[config.mk]
export PLATFORM = sky130hd
export DESIGN_NAME = pinx_core
export DESIGN_NICKNAME = d
export VERILOG_FILES = /design/src/rtl/pinx_pkg.sv /design/src/rtl/pinx_sync.sv /design/src/rtl/pinx_fsm.sv /design/src/rtl/pinx_regs.sv /design/src/rtl/pinx_pad.sv /design/src/rtl/pinx_core.sv
export SDC_FILE = /design/constraint.sdc
export NUM_CORES = 1
export LEC_CHECK = 0
export BUFFER_PORTS_ARGS = -buffer_cell sky130_fd_sc_hd__buf_2
export CORE_ASPECT_RATIO = 0.7
export CORE_UTILIZATION = 40
export DETAILED_ROUTE_END_ITERATION = 16
export GPL_TIMING_DRIVEN = 0
export MAX_ROUTING_LAYER = met4
export PLACE_DENSITY = 0.6
export SYNTH_ARGS = -nofsm -noshare
export SYNTH_HDL_FRONTEND = slang
export SYNTH_SLANG_ARGS = --single-unit
export TNS_END_PERCENT = 50
[constraint.sdc]
create_clock -name clk -period 6.6 [get_ports clk]
set_clock_uncertainty 0.2 [all_clocks]
set_input_delay 0.33 -clock clk [delete_from_list [all_inputs] [get_ports clk]]
set_output_delay 0.33 -clock clk [all_outputs]
set_load 0.03 [all_outputs]
[src/rtl/pinx_pkg.sv]
package pinx_pkg;
    typedef enum logic [0:0] {
        ST_RUN  = 1'b0,
        ST_BOOT = 1'b1
    } pinx_state_t;

    localparam logic [7:0] A_IDENT  = 8'h00;
    localparam logic [7:0] A_FW_HI  = 8'h01;
    localparam logic [7:0] A_FW_LO  = 8'h02;
    localparam logic [7:0] A_SYSCTL = 8'h40;

    // address[7:2] of each three-byte per-pin group
    localparam logic [5:0] G_IN  = 6'h04;
    localparam logic [5:0] G_DIR = 6'h18;
    localparam logic [5:0] G_TYP = 6'h19;
    localparam logic [5:0] G_PUL = 6'h1A;
    localparam logic [5:0] G_SET = 6'h1B;
    localparam logic [5:0] G_CLR = 6'h1C;
endpackage

[src/rtl/pinx_sync.sv]
module pinx_sync #(
    parameter int W = 24
) (
    input  logic         clk,
    input  logic         rst_n,
    input  logic [W-1:0] d,
    output logic [W-1:0] q
);
    logic [W-1:0] stage1;

    always_ff @(posedge clk or negedge rst_n) begin
        if (!rst_n) begin
            stage1 <= '0;
            q      <= '0;
        end else begin
            stage1 <= d;
            q      <= stage1;
        end
    end
endmodule

[src/rtl/pinx_fsm.sv]
module pinx_fsm
    import pinx_pkg::*;
#(
    parameter int BOOT_CYCLES = 2000000
) (
    input  logic clk,
    input  logic rst_n,
    input  logic req,
    output logic busy,
    output logic boot_done
);
    localparam int CW = $clog2(BOOT_CYCLES + 1);
    localparam logic [CW-1:0] LAST = CW'(BOOT_CYCLES - 1);

    pinx_state_t st, st_nxt;
    logic [CW-1:0] cnt;

    always_ff @(posedge clk or negedge rst_n) begin
        if (!rst_n) begin
            st  <= ST_RUN;
            cnt <= '0;
        end else begin
            st  <= st_nxt;
            cnt <= (st == ST_BOOT && st_nxt == ST_BOOT) ? cnt + 1'b1 : '0;
        end
    end

    always_comb begin
        st_nxt    = st;
        busy      = 1'b0;
        boot_done = 1'b0;
        unique case (st)
            ST_RUN: begin
                if (req) st_nxt = ST_BOOT;
            end
            ST_BOOT: begin
                busy = 1'b1;
                if (cnt == LAST) begin
                    boot_done = 1'b1;
                    st_nxt    = ST_RUN;
                end
            end
            default: st_nxt = ST_RUN;
        endcase
    end
endmodule

[src/rtl/pinx_regs.sv]
module pinx_regs
    import pinx_pkg::*;
#(
    parameter int NPIN = 24,
    parameter int PRI_PINS = 16,
    parameter logic [7:0] FW_HI = 8'h01,
    parameter logic [7:0] FW_LO = 8'h10
) (
    input  logic            clk,
    input  logic            rst_n,
    input  logic            addr_sel,
    input  logic [7:0]      bus_addr,
    input  logic [7:0]      bus_wdata,
    input  logic            bus_wr,
    input  logic            bus_rd,
    input  logic            busy,
    input  logic            boot_done,
    input  logic [NPIN-1:0] in_sync,
    output logic [7:0]      bus_rdata,
    output logic            pri_en,
    output logic            alt_en,
    output logic [NPIN-1:0] dir,
    output logic [NPIN-1:0] typ,
    output logic [NPIN-1:0] pul,
    output logic [NPIN-1:0] lat
);
    localparam int NBYTE = NPIN / 8;

    logic       rst_req;
    logic [5:0] grp;
    logic [1:0] idx;
    logic       idx_ok;
    logic [NBYTE-1:0] bank_ok;
    logic [7:0] rd_val;
    logic [7:0] dev_addr;

    assign grp      = bus_addr[7:2];
    assign idx      = bus_addr[1:0];
    assign idx_ok   = (32'(idx) < NBYTE);
    assign dev_addr = {6'b100001, addr_sel, 1'b0};

    for (genvar b = 0; b < NBYTE; b++) begin : g_bank
        if (b * 8 < PRI_PINS) begin : g_pri
            assign bank_ok[b] = pri_en;
        end else begin : g_alt
            assign bank_ok[b] = alt_en;
        end
    end

    always_ff @(posedge clk or negedge rst_n) begin
        if (!rst_n) begin
            {rst_req, alt_en, pri_en} <= '0;
            dir <= '0; typ <= '0; pul <= '0; lat <= '0;
        end else if (boot_done) begin
            {rst_req, alt_en, pri_en} <= '0;
            dir <= '0; typ <= '0; pul <= '0; lat <= '0;
        end else if (bus_wr && !busy) begin
            if (bus_addr == A_SYSCTL) begin
                rst_req <= bus_wdata[7];
                alt_en  <= bus_wdata[3];
                pri_en  <= bus_wdata[0];
            end else begin
                for (int b = 0; b < NBYTE; b++) begin
                    if (32'(idx) == b && bank_ok[b]) begin
                        case (grp)
                            G_DIR: dir[b*8 +: 8] <= bus_wdata;
                            G_TYP: typ[b*8 +: 8] <= bus_wdata;
                            G_PUL: pul[b*8 +: 8] <= bus_wdata;
                            G_SET: lat[b*8 +: 8] <= lat[b*8 +: 8] | bus_wdata;
                            G_CLR: lat[b*8 +: 8] <= lat[b*8 +: 8] & ~bus_wdata;
                            default: ;
                        endcase
                    end
                end
            end
        end
    end

    always_comb begin
        rd_val = 8'h00;
        case (bus_addr)
            A_IDENT:  rd_val = ~dev_addr;
            A_FW_HI:  rd_val = FW_HI;
            A_FW_LO:  rd_val = FW_LO;
            A_SYSCTL: rd_val = {rst_req, 3'b000, alt_en, 2'b00, pri_en};
            default: begin
                if (idx_ok) begin
                    case (grp)
                        G_IN:          rd_val = 8'(in_sync >> (8 * 32'(idx)));
                        G_DIR:         rd_val = 8'(dir >> (8 * 32'(idx)));
                        G_TYP:         rd_val = 8'(typ >> (8 * 32'(idx)));
                        G_PUL:         rd_val = 8'(pul >> (8 * 32'(idx)));
                        G_SET, G_CLR:  rd_val = 8'(lat >> (8 * 32'(idx)));
                        default:       rd_val = 8'h00;
                    endcase
                end
            end
        endcase
    end

    always_ff @(posedge clk or negedge rst_n) begin
        if (!rst_n)      bus_rdata <= 8'h00;
        else if (bus_rd) bus_rdata <= busy ? 8'h00 : rd_val;
    end
endmodule

[src/rtl/pinx_pad.sv]
module pinx_pad #(
    parameter int NPIN = 24
) (
    input  logic [NPIN-1:0] en,
    input  logic [NPIN-1:0] dir,
    input  logic [NPIN-1:0] typ,
    input  logic [NPIN-1:0] pul,
    input  logic [NPIN-1:0] lat,
    output logic [NPIN-1:0] pad_out,
    output logic [NPIN-1:0] pad_oe,
    output logic [NPIN-1:0] pad_pull_en,
    output logic [NPIN-1:0] pad_pull_up
);
    for (genvar i = 0; i < NPIN; i++) begin : g_pin
        always_comb begin
            pad_out[i]     = en[i] & lat[i];
            pad_oe[i]      = 1'b0;
            pad_pull_en[i] = 1'b0;
            pad_pull_up[i] = 1'b0;
            if (en[i]) begin
                if (dir[i]) begin
                    // push-pull drives always, open-drain only pulls low
                    pad_oe[i] = typ[i] | ~lat[i];
                end else begin
                    pad_pull_en[i] = typ[i];
                    pad_pull_up[i] = typ[i] & pul[i];
                end
            end
        end
    end
endmodule

[src/rtl/pinx_core.sv]
module pinx_core
    import pinx_pkg::*;
#(
    parameter int PRI_PINS = 16,
    parameter int ALT_PINS = 8,
    parameter int BOOT_CYCLES = 2000000,
    parameter logic [7:0] FW_HI = 8'h01,
    parameter logic [7:0] FW_LO = 8'h10
) (
    input  logic        clk,
    input  logic        rst_n,
    input  logic        addr_sel,
    input  logic [7:0]  bus_addr,
    input  logic [7:0]  bus_wdata,
    input  logic        bus_wr,
    input  logic        bus_rd,
    output logic [7:0]  bus_rdata,
    input  logic [PRI_PINS+ALT_PINS-1:0] pad_in,
    output logic [PRI_PINS+ALT_PINS-1:0] pad_out,
    output logic [PRI_PINS+ALT_PINS-1:0] pad_oe,
    output logic [PRI_PINS+ALT_PINS-1:0] pad_pull_en,
    output logic [PRI_PINS+ALT_PINS-1:0] pad_pull_up
);
    localparam int NPIN = PRI_PINS + ALT_PINS;

    logic busy, boot_done, req;
    logic pri_en, alt_en;
    logic [NPIN-1:0] in_sync, dir, typ, pul, lat, en_vec;

    assign req    = bus_wr && (bus_addr == A_SYSCTL) && bus_wdata[7];
    assign en_vec = {{ALT_PINS{alt_en}}, {PRI_PINS{pri_en}}};

    pinx_sync #(.W(NPIN)) u_sync (
        .clk(clk), .rst_n(rst_n), .d(pad_in), .q(in_sync)
    );

    pinx_fsm #(.BOOT_CYCLES(BOOT_CYCLES)) u_fsm (
        .clk(clk), .rst_n(rst_n), .req(req), .busy(busy), .boot_done(boot_done)
    );

    pinx_regs #(.NPIN(NPIN), .PRI_PINS(PRI_PINS), .FW_HI(FW_HI), .FW_LO(FW_LO)) u_regs (
        .clk(clk), .rst_n(rst_n), .addr_sel(addr_sel),
        .bus_addr(bus_addr), .bus_wdata(bus_wdata), .bus_wr(bus_wr), .bus_rd(bus_rd),
        .busy(busy), .boot_done(boot_done), .in_sync(in_sync),
        .bus_rdata(bus_rdata), .pri_en(pri_en), .alt_en(alt_en),
        .dir(dir), .typ(typ), .pul(pul), .lat(lat)
    );

    pinx_pad #(.NPIN(NPIN)) u_pad (
        .en(en_vec), .dir(dir), .typ(typ), .pul(pul), .lat(lat),
        .pad_out(pad_out), .pad_oe(pad_oe),
        .pad_pull_en(pad_pull_en), .pad_pull_up(pad_pull_up)
    );
endmodule

Yosys cells after proc, flatten, opt, wreduce, memory -nomap -nowiden
Index checks and enable logic that the tools add are counted.
{ "totals": {"register_bits": 177, "inputBits": 45, "wordCells": 372} }
{ "classes": {"add_sub_neg": 1, "order_cmp": 1, "eq_ne": 13, "shift": 5, "n_mux": 194, "bitwise": 105, "reduce_logical": 33} }
{ "op_table": {"columns": ["operator", "count"], "rows": [
  ["$mux 24", 12],
  ["$mux 1", 158],
  ["$mux 8", 17],
  ["$shr 24x5->8", 5],
  ["$and 1x1->1", 48],
  ["$pmux 8 s2", 3],
  ["$reduce_and 4->1", 12],
  ["$pmux 8 s5", 1],
  ["$pmux 8 s4", 1],
  ["$eq 6x5->1 const B", 5],
  ["$not 1->1", 25],
  ["$and 8x8->8", 3],
  ["$or 1x1->1", 24],
  ["$or 8x8->8", 3],
  ["$add 21x1->21 const B", 1],
  ["$eq 21x21->1 const B", 1],
  ["$mux 21", 1],
  ["$not 8->8", 2],
  ["$reduce_bool 2->1", 8],
  ["$eq 8x1->1 const B", 1],
  ["$eq 8x2->1 const B", 1],
  ["$eq 8x7->1 const B", 1],
  ["$logic_not 8->1", 1],
  ["$logic_and 1x1->1", 7],
  ["other kinds (11)", 11]
]} }

Longest topological paths before layout
{ "depth": {"word_depth": 7, "ltp_mapped": 8, "mapped_depth_nobuf": 6} }

Hierarchy
From an unflattened synthesis, not the netlist that was laid out.
{ "hier_totals": {"hier_cells": 925, "hier_area_um2": 8714.6} }
{ "by_module_without_submodules": {"columns": ["mod", "instances", "cells_per_inst", "area_per_inst_um2"], "rows": [
  ["pinx_regs", 1, 592, 5567.8],
  ["pinx_sync", 1, 48, 1201.2],
  ["pinx_fsm", 1, 115, 1106.1],
  ["pinx_pad", 1, 167, 810.8],
  ["pinx_core", 1, 3, 28.8]
]} }

Least setup slack after synthesis
No wires, ideal clock.
{ "synth_path": {"path_type": "flip-flop to output port", "from": "register u_regs.pri_en", "to": "output pad_pull_up[10]", "arrival_ps": 2083, "required_ps": 6070, "setup_slack_ps": 3987, "path_stages_with_launch": 6, "path_buffers": 2, "cell_sequence": "dfrtp_1 > clkbuf_1 > clkinv_1 > clkbuf_1 > nor3_1 > and2_1"} }
{ "synth_via": {"elab_chain_cells": 1} }
{ "synth_lines": {"columns": ["item", "line_no", "rtl"], "rows": [
  ["start, declared", "pinx_regs.sv:20", "output logic pri_en,"],
  ["start signal, assigned", "pinx_regs.sv:61", "pri_en <= bus_wdata[0];"],
  ["$mux 1", "pinx_pad.sv:20", "if (en[i]) begin"],
  ["end, declared", "pinx_core.sv:22", "output logic [PRI_PINS+ALT_PINS-1:0] pad_pull_up"]
]} }
Every way passes these cells.

Worst setup path in the final report
{ "layout_path": {"from": "register u_regs.pri_en", "to": "output pad_pull_up[8]"} }
Same word-level chain as after synthesis.

==> metrics.md <==
| Metric | Value |
|---|---|
| Status | completed |
| Setup violators final | 0 |
| Worst Path Max Fanout | 10 |
| Register area share after synthesis | roughly half |
| Synth Flop Type | dfrtp_1 |
| First-pass GRT wire length | roughly 41 mm |
| Fraction of registers with async set/reset | 100.0% |
| TritonCTS clock tree | built |
| Core ar. | 20810 sq um |
| CP Launch Type | flip-flop |
| Yosys cell types | between 60 and 70 |
| P_leak | ~5 nW |
| # placed instances | about 1200 |
| Final worst path period need | between 3000 and 4000 ps |
| Drt wl/cell | 21.59 um |
| Combinational family with the most area after synthesis | simple AND/OR/NAND/NOR gates |
| Post-Synth Adder-Cell Area | 0.1467% |
| Clk sinks | between 150 and 200 |
| Router iterations before antenna repair | 5 |
| CTS root buf | clkbuf_16 |
| XOR/XNOR share of the synthesized area | roughly 1.8% |
| Final ANT Viol Nets | 0 |
| Initial Util | roughly two fifths |
| Slew Limit Fails | 0 |
| 1st-iter DRT viols | 698 |
| Routability cong. | 0.9152 |
| Fill cells | 1946 |
| Global Route Usage Sum | about 27% |
| Via-to-Cell Ratio | roughly 5.6 |
| Worst-path clk slew | ~70 ps |
| Worst-skew pair later-pin latency | ~440 ps |
| Layout area overhead | 23.77% |
| Final period util | between 50 and 60% |
| Vias | slightly above 7000 |
| Highest Signal Layer | met4 |
| Unrepaired setup endpoints after global routing | false |
| Worst min path class | input port to flip-flop |
| Chip height | 124.2 um |
| I/O Buffers | between 100 and 150 |
| WS Path Type | flip-flop to output pin |
| Drt drc | 0 |
| Max Root-Sink Buffers | 2 |
| Setup TNS | 0 ps |
| Worst-Margin Slew | ~1200 ps |
| Global route total overflow | 0 |
| Peak Freq | roughly 300 MHz |
| Peak VDD IR | roughly 0.13 mV |
| Resized cells post-CTS | 0 |
| Top-Level Pins | around 150 |
| Slew HR | between 20% and 30% |
| Yosys warnings | 0 |
| Die X | roughly 180 um |
| Max-Cap Viols | 0 |
| Post-Synth Simple-Gate Area | between 10% and 20% |
| Hpwl dp | 19.80 mm |
| Post-Syn Area | roughly 8500 sq um |
| Synth Area in Compound Gates | about 14% |
| Initial antenna violation count | 0 |
| Post-route insts no fill | between 1000 and 1500 |
| Clock H-tree levels | 4 |
| Met3 Routed Length | about 2.8 mm |
| P per Cell Area | about 220 nW/um^2 |
| Footprint of the multi-input gates | about 3700 sq um |
| Nets | 1022 |
| Final hold vios | 0 |
| Multiplexer share of the synthesized area | a little under an eighth |
| FF+latch count, synth | 177 |
| Metal1 wirelength | 12.94 mm |
| Syn Nets | approximately 830 |
| Worst EP arrival | approximately 2800 ps |
| # diodes | 0 |
| Synth Instances | slightly below 800 |
| Number of synthesized flops with an enable pin | 0 |
| Total CTS buffers | 17 |
| Total power draw | approximately 0.0024 W |
| Num rows | 44 |
| Post-Syn Area per Cell | about 11 sq um |
| Total wire length | 27.31 mm |
| CP Capture Type | output pin |
| Layout cells sized above 1 | between 20% and 30% |
| Req. time, crit path | ~6000 ps |
| Largest net degree at the start of global routing | between 90 and 100 |
| WL met2 | roughly 11 mm |
| Register area | around 4400 sq um |
| Vias in the first global route | 6790 |
| Die ar. | approximately 22000 sq um |
[per-layer routing]
layer,vias up,track usage (%)
li1,3192,-
met1,3488,38.46
met2,363,36.57
met3,23,7.753
met4,0,6.843
met5,-,-
[logic make-up after synthesis]
kind of cell	after synthesis
AO/OA/AOI/OAI	171
XOR/XNOR	18
adder cells (fa/ha/maj)	1
buffers and inverters	76
flip-flops	177
multiplexers	86
AND/OR/NAND/NOR	256
[flip-flops by register name, summed over array words and instances (netlist names)]
register,count
u_sync.q,24
u_fsm.st,1
u_fsm.cnt,21
u_regs.rst_req,1
u_regs.bus_rdata,8
u_regs.lat,24
u_regs.alt_en,1
u_regs.pri_en,1
u_regs.pul,24
u_regs.dir,24
u_sync.stage1,24
u_regs.typ,24
[power by group]
| group | switching (W) | internal (W) |
|---|---|---|
| combinational | 0.0000797 | 0.0000433 |
| clock | 0.000450 | 0.000680 |
| sequential | 0.00000586 | 0.00110 |
| total | 0.000535 | 0.00182 |
[Yosys cell counts, types with 5 or more instances]
cell | number | share of area, %
nor2b_1 | 6 | 0.44
nand3b_1 | 7 | 0.62
a21oi_1 | 43 | 2.5
a222oi_1 | 6 | 0.70
and3_1 | 6 | 0.44
a22o_1 | 11 | 1.1
o21ai_2 | 8 | 0.82
and2_1 | 51 | 3.7
clkbuf_1 | 23 | 1.0
o22ai_1 | 7 | 0.51
buf_6 | 8 | 1.1
a22oi_1 | 10 | 0.88
nand3_1 | 14 | 0.82
nand2_1 | 69 | 3.0
xor2_1 | 14 | 1.4
a32o_1 | 17 | 2.0
a221oi_1 | 12 | 1.2
o21ai_0 | 25 | 1.5
nor2_1 | 41 | 1.8
o221ai_1 | 5 | 0.51
buf_2 | 9 | 0.53
nor3_1 | 22 | 1.3
and2_4 | 7 | 0.72
inv_1 | 31 | 1.4
dfrtp_1 | 177 | 52
a221o_1 | 7 | 0.82
mux2i_1 | 14 | 1.6
nand4_1 | 5 | 0.37
mux2_2 | 63 | 8.3
mux2_4 | 9 | 1.6
[cells in the final DEF (no fill, tap or decap), types with 17 or more instances in the layout]
| cell | instances |
|---|---|
| inv_1 | 31 |
| and2_1 | 51 |
| nand2_1 | 69 |
| buf_2 | 152 |
| clkbuf_16 | 17 |
| nor2_1 | 41 |
| dfrtp_1 | 177 |
| nor3_1 | 22 |
| mux2_2 | 63 |
| a21oi_1 | 43 |
| clkbuf_1 | 24 |
| dlygate4sd3_1 | 27 |
| a32o_1 | 17 |
| o21ai_0 | 25 |
[area by class of cell]
cell class	count	area share, %
well taps	276	3.272
clock inverters	14	2.122
multi-input cells	532	35.38
repair buffers	172	9.745
flip-flops and latches	177	41.97
inverters	32	1.138
clock buffers	18	4.066
plain buffers	44	2.312
[worst max-delay path, cell delays in order (launching register included)]
cell and delay (ps):
dfrtp_1 320, clkbuf_1 370, clkinv_1 460, clkbuf_1 430, nor3_1 440, and2_1 180
buf_2 190
[through the flow]
stage	util, %	setup WS (ps)	hold WS (ps)	area, sq um
after CTS	50.72	3314	37.36	10550
after floorplan	-	3987	-165.6	8527
after detailed placement	46.28	3560	134.7	9630
final	50.72	3237	60.71	10550
after global routing	50.72	3073	58.73	10550
after global placement	46.10	2085	131.6	9593
[worst paths after layout]
kind	start	end	slack (ps)	cells after the start
max in group asynchronous	rst_n	u_regs.bus_rdata[6]	5040	3
worst max register to register	u_fsm.cnt[14]	u_regs.pul[0]	3900	7
worst max-delay path	u_regs.pri_en	pad_pull_up[8]	3240	6
worst min-delay path	bus_wdata[4]	u_regs.lat[20]	60	2
min in group asynchronous	rst_n	u_sync.stage1[2]	290	2
worst min register to register	u_sync.stage1[8]	u_sync.q[8]	150	0
[what timing repair did]
item                                    in CTS  in global routing
hold buffers                                27                  0
endpoints found under the setup margin       0                  0
endpoints found under the hold margin      114                  0
setup buffers                                0                  0
Note: power is estimated with default switching activity, not from simulation.
